===== src/rtl/pipe_hs_pkg.sv =====
`timescale 1ns/1ps
package pipe_hs_pkg;

  // Occupancy update of one stage: a load always leaves the stage occupied,
  // otherwise an item stays only if it neither moves on nor is dropped.
  function automatic logic hs_next_full(input logic held, input logic loads,
                                        input logic departs);
    return loads | (held & ~departs);
  endfunction

endpackage


===== src/rtl/pipe_hs_slot.sv =====
`timescale 1ns/1ps
module pipe_hs_slot
  import pipe_hs_pkg::*;
(
  input  logic clk,
  input  logic rst,
  input  logic up_avail,    // neighbour above presents an item
  input  logic dn_take_ok,  // neighbour below would take our item
  input  logic stop_tx,     // drop the held item
  input  logic stop_rx,     // refuse items from above
  output logic up_take_ok,  // we can take an item from above this cycle
  output logic dn_avail,    // we present an item below
  output logic load_en,     // stage register enable
  output logic full         // occupancy
);

  logic full_q;
  logic departs;
  logic space;
  logic take;
  logic regen;

  assign dn_avail   = full_q & ~stop_tx;
  assign departs    = full_q & (stop_tx | dn_take_ok);
  assign space      = ~full_q | departs;
  assign up_take_ok = space & ~stop_rx;
  assign take       = up_take_ok & up_avail;
  assign regen      = stop_rx & departs;
  assign load_en    = take | regen;
  assign full       = full_q;

  always_ff @(posedge clk) begin
    if (rst) full_q <= 1'b0;
    else     full_q <= hs_next_full(full_q, load_en, departs);
  end

  // an enabled stage holds an item afterwards
  p_en_fills_r8: assert property (@(posedge clk) disable iff (rst)
    load_en |=> full);

  // a dropped item that is not replaced leaves the stage
  p_drop_frees_r6: assert property (@(posedge clk) disable iff (rst)
    (full && stop_tx && !load_en) |=> !full);

  // an empty stage that refuses input is never enabled
  p_rx_stop_empty_r7: assert property (@(posedge clk) disable iff (rst)
    (stop_rx && !full) |-> !load_en);

endmodule


===== src/rtl/pipe_handshake_ctrl.sv =====
`timescale 1ns/1ps
module pipe_handshake_ctrl #(
  parameter int NUM_STAGES = 3
) (
  input  logic                  clk,
  input  logic                  rst,
  input  logic                  in_valid,
  output logic                  in_ready,
  output logic                  out_valid,
  input  logic                  out_ready,
  input  logic [NUM_STAGES-1:0] stop_tx,
  input  logic [NUM_STAGES-1:0] stop_rx,
  output logic [NUM_STAGES-1:0] stage_en,
  output logic [NUM_STAGES-1:0] stage_full
);

  localparam int LAST = NUM_STAGES - 1;

  // avail_v[i]: item offered into stage i (index NUM_STAGES = output port)
  // take_v[i] : stage i would take an item (index NUM_STAGES = out_ready)
  logic [NUM_STAGES:0] avail_v;
  logic [NUM_STAGES:0] take_v;

  assign avail_v[0]          = in_valid;
  assign take_v[NUM_STAGES]  = out_ready;

  for (genvar i = 0; i < NUM_STAGES; i++) begin : g_slot
    pipe_hs_slot u_slot (
      .clk        (clk),
      .rst        (rst),
      .up_avail   (avail_v[i]),
      .dn_take_ok (take_v[i+1]),
      .stop_tx    (stop_tx[i]),
      .stop_rx    (stop_rx[i]),
      .up_take_ok (take_v[i]),
      .dn_avail   (avail_v[i+1]),
      .load_en    (stage_en[i]),
      .full       (stage_full[i])
    );
  end

  assign in_ready  = take_v[0];
  assign out_valid = avail_v[NUM_STAGES];

  // an accepted input loads stage 0
  p_accept_loads_r2: assert property (@(posedge clk) disable iff (rst)
    (in_valid && in_ready) |-> stage_en[0]);

  // a held first stage refuses input
  p_hold_refuses_r2: assert property (@(posedge clk) disable iff (rst)
    stop_rx[0] |-> !in_ready);

  // stalled output keeps the last stage closed
  p_stall_no_en_r4: assert property (@(posedge clk) disable iff (rst)
    (out_valid && !out_ready) |-> !stage_en[LAST]);

  // stalled output stays presented
  p_stall_hold_r4: assert property (@(posedge clk) disable iff (rst)
    (out_valid && !out_ready) |=> out_valid);

  // a presented item implies an occupied last stage
  p_valid_needs_full_r3: assert property (@(posedge clk) disable iff (rst)
    out_valid |-> stage_full[LAST]);

endmodule


===== config.mk =====
export PLATFORM = sky130hd
export DESIGN_NAME = pipe_handshake_ctrl
export DESIGN_NICKNAME = d
export VERILOG_FILES = /design/src/rtl/pipe_hs_pkg.sv /design/src/rtl/pipe_hs_slot.sv /design/src/rtl/pipe_handshake_ctrl.sv
export SDC_FILE = /design/constraint.sdc
export NUM_CORES = 1
export LEC_CHECK = 0
export BUFFER_PORTS_ARGS = -buffer_cell sky130_fd_sc_hd__buf_2
export CORE_AREA = 2 2 39 41
export CTS_CLUSTER_SIZE = 24
export DETAILED_ROUTE_END_ITERATION = 7
export DIE_AREA = 0 0 41 43
export PLACE_DENSITY_LB_ADDON = 0.08
export SETUP_SLACK_MARGIN = 0.15
export SLEW_MARGIN = 40
export SYNTH_ARGS = -nofsm -noshare
export SYNTH_HDL_FRONTEND = slang
export SYNTH_SLANG_ARGS = --single-unit

===== constraint.sdc =====
create_clock -name clk -period 1.3 [get_ports clk]
set_clock_uncertainty 0.1 [all_clocks]
set_input_delay 0.065 -clock clk [delete_from_list [all_inputs] [get_ports clk]]
set_output_delay 0.065 -clock clk [all_outputs]
set_load 0.1 [all_outputs]

==> flow_summary.toml <==
[yosys]
synthFlopType = "dfxtp_1"
synthCells = 31
syn-num-nets = 41
ys_seq_area_frac = 0.239
synthAdderAreaFrac = 0
yosys_warnings = 0
synth_edf_count = 0
synth.most_common_cell = "buf_4"
yosysTopAreaCell = "dfxtp_1"
yosys.area_share.simple = 0.274
synth_area_um2 = 251
synth-compound-area-share = 0.229
async_reset_ff_frac = 0
synth.top_cell.area_share = 0.239
synth_mux_area_frac = 0.0796
yosys-top-cells-area = "dfxtp_1 24%, buf_4 18%, a21oi_1 8.0%, mux2i_1 8.0%, nor2b_1 7.5%"
synth_top_family_by_area = "simple AND/OR/NAND/NOR gates"
synth_cell_type_count = 14
synth-xor-area-share = 0
syn_area_per_cell_um2 = 8.11
ys_ff_latch = 3
synthTopCellsByCount = "6 x buf_4, 4 x a21oi_1, 4 x nor2_1"

[clock_network]
numCtsBuffers = 3
cts_tree = "yes"
root_buffer = "clkbuf_4"
clk_latency_ns = 0.25
path_clk_slew_ns = 0.04
clock_tree.htree_level_count = 1
cts_buffer_depth = 2
clkSinkCount = 3

[setup_path]
startpoint = "g_slot[2].u_slot.full"
required_ns = 1.13
path_max_fanout = 3
crit_path_end_kind = "output port"
path_class = "reg2out"
critPathArrivalTime_ns = 1.34
worstReg2RegStart = "g_slot[1].u_slot.full"
cp-start-kind = "register"

[finish]
nFillCells = 145
final_nets = 72
area_growth_pct = 156
multiInputGateArea_um2 = 204
regArea_um2 = 63.8
drive_above_1_share = 0.770
diodes = 0
largest_register_ffs = 3

[routing]
drc = 0
via_per_inst = 4.40
routed_wl_um = 852
wire_per_inst_um = 11.1
ant_nets = 0
topRoutingLayerUsed = "met4"
vias = 339
met2_length_um = 420
met1_length_um = 319
drt_iter0_drc = 8
wl_met3_um = 79
drtPass1Iterations = 4

[sta]
final-setup-viol-count = 6
fmax_mhz = 664
hold_viol = 0
period_needed_ns = 1.51
fin_ws_ns = -0.206
worstMarginPinSlew_ns = 0.302
tns_ns = -0.751
slew_violations = 0
slew_headroom = 0.800
period_share = 1.16
rsz0062_at_grt = "true"

[global_routing]
grt_usage = 0.105
grt_overflow_total = 0
grt_antenna_before_repair = 0
grt_max_degree = 6
grt_pass1_vias = 333
grt_first_pass_wirelength_um = 1180

[run_status]
violations = "setup timing"
status = "complete, but fails checks"

[power]
pwr_density_cell_nw_per_um2 = 694
power.share.sequential = 0.222
cell_internal_pwr_mw = 0.277
switching_share = 0.379
ir_worst_vdd_mv = 0.283
p_switching_mw = 0.169
clockPowerShare = 0.390
pwr-share-comb = 0.388
p_leak_nw = 0.283

[placed_design]
hpwl_um = 558
portBuffers = 17
place_congestion = 0.727
place_ws_ns = 0.0108

[floorplanning]
rows = 14
ios = 18
die_area_um2 = 1760
core_um2 = 1380
die_h_um = 43
die_w_um = 41
start_util = 0.182

[hold_path]
worstHoldStart = "stop_tx[0]"
hold_path_class = "in2reg"

[flow_run]
maxCapViolCount = 0
final timing paths:
check	end	slack, ns	cells after the start
setup / recovery	stage_en[1]	-0.21	5
hold / removal	g_slot[0].u_slot.full	0.02	4
setup reg to reg	g_slot[2].u_slot.full	0.04	7
hold reg to reg	g_slot[0].u_slot.full	0.51	2
critical path, cell delays in order, from the launching register on:
cell and delay, ns:
dfxtp_2 0.31, nor3b_4 0.15, buf_6 0.12, o21a_1 0.17
nor2_2 0.15, buf_12 0.19
layer usage:
layer | vias to the layer above | global-route usage
li1 | 165 | -
met1 | 151 | 0.109
met2 | 18 | 0.156
met3 | 5 | 0.0314
met4 | 0 | 0.100
met5 | - | 0
metrics by stage:
step	hold WS, ns	instance area, um^2	instances	total power [mW]	utilization
after CTS	0.0246	577	74	0.445	0.417
after floorplan	0.0267	278	31	0.205	-
after global placement	0.172	458	63	0.256	0.331
final	0.0232	643	77	0.446	0.465
after detailed placement	0.179	458	63	0.257	0.331
after global routing	0.0435	643	77	0.467	0.465
cell families after synthesis:
group / after synthesis
AND/OR/NAND/NOR: 11
AO/OA/AOI/OAI: 9
buffers and inverters: 6
flip-flops: 3
multiplexers: 2
power groups by stage:
stage	logic, mW	clock network (mW)	registers [mW]
final	0.173	0.174	0.0988
after global placement	0.157	0	0.0989
after global routing	0.180	0.188	0.0992
after CTS	0.169	0.178	0.0985
after floorplan	0.106	0	0.0991
after detailed placement	0.157	0	0.0992
final cells by class:
cell class | instances | share of cell area
timing repair buffer | 32 | 0.512
multi-input combinational | 22 | 0.317
sequential | 3 | 0.0992
clock buffer | 4 | 0.0409
tap | 16 | 0.0311
layout by cell type (no fill, tap or decap):
master	Yosys	routed
nor2b_4	0	3
a21oi_2	0	1
nor2_1	4	1
o21ai_0	2	1
o21a_1	1	1
buf_4	6	6
buf_6	0	9
nor3b_4	1	1
o21ai_1	0	1
dfxtp_2	0	3
a21oi_1	4	2
buf_2	0	9
a21oi_4	0	1
clkbuf_1	0	1
dlygate4sd3_1	0	1
o221a_1	1	1
or2_1	1	1
clkbuf_4	0	4
nand2_1	1	1
nand2b_4	0	1
buf_12	0	6
mux2i_1	2	2
nor2_4	0	1
nor2_2	0	2
o221ai_1	1	1
what timing repair did:
item | 4_1_cts | 5_1_grt
endpoints found under the hold margin | 3 | 0
resized for setup | 12 | 11
setup endpoints to repair | 7 | 9
pin swaps | 5 | 3
buffers inserted | 6 | 3
hold buffers | 1 | 0
(Power assumes the default switching activity.)
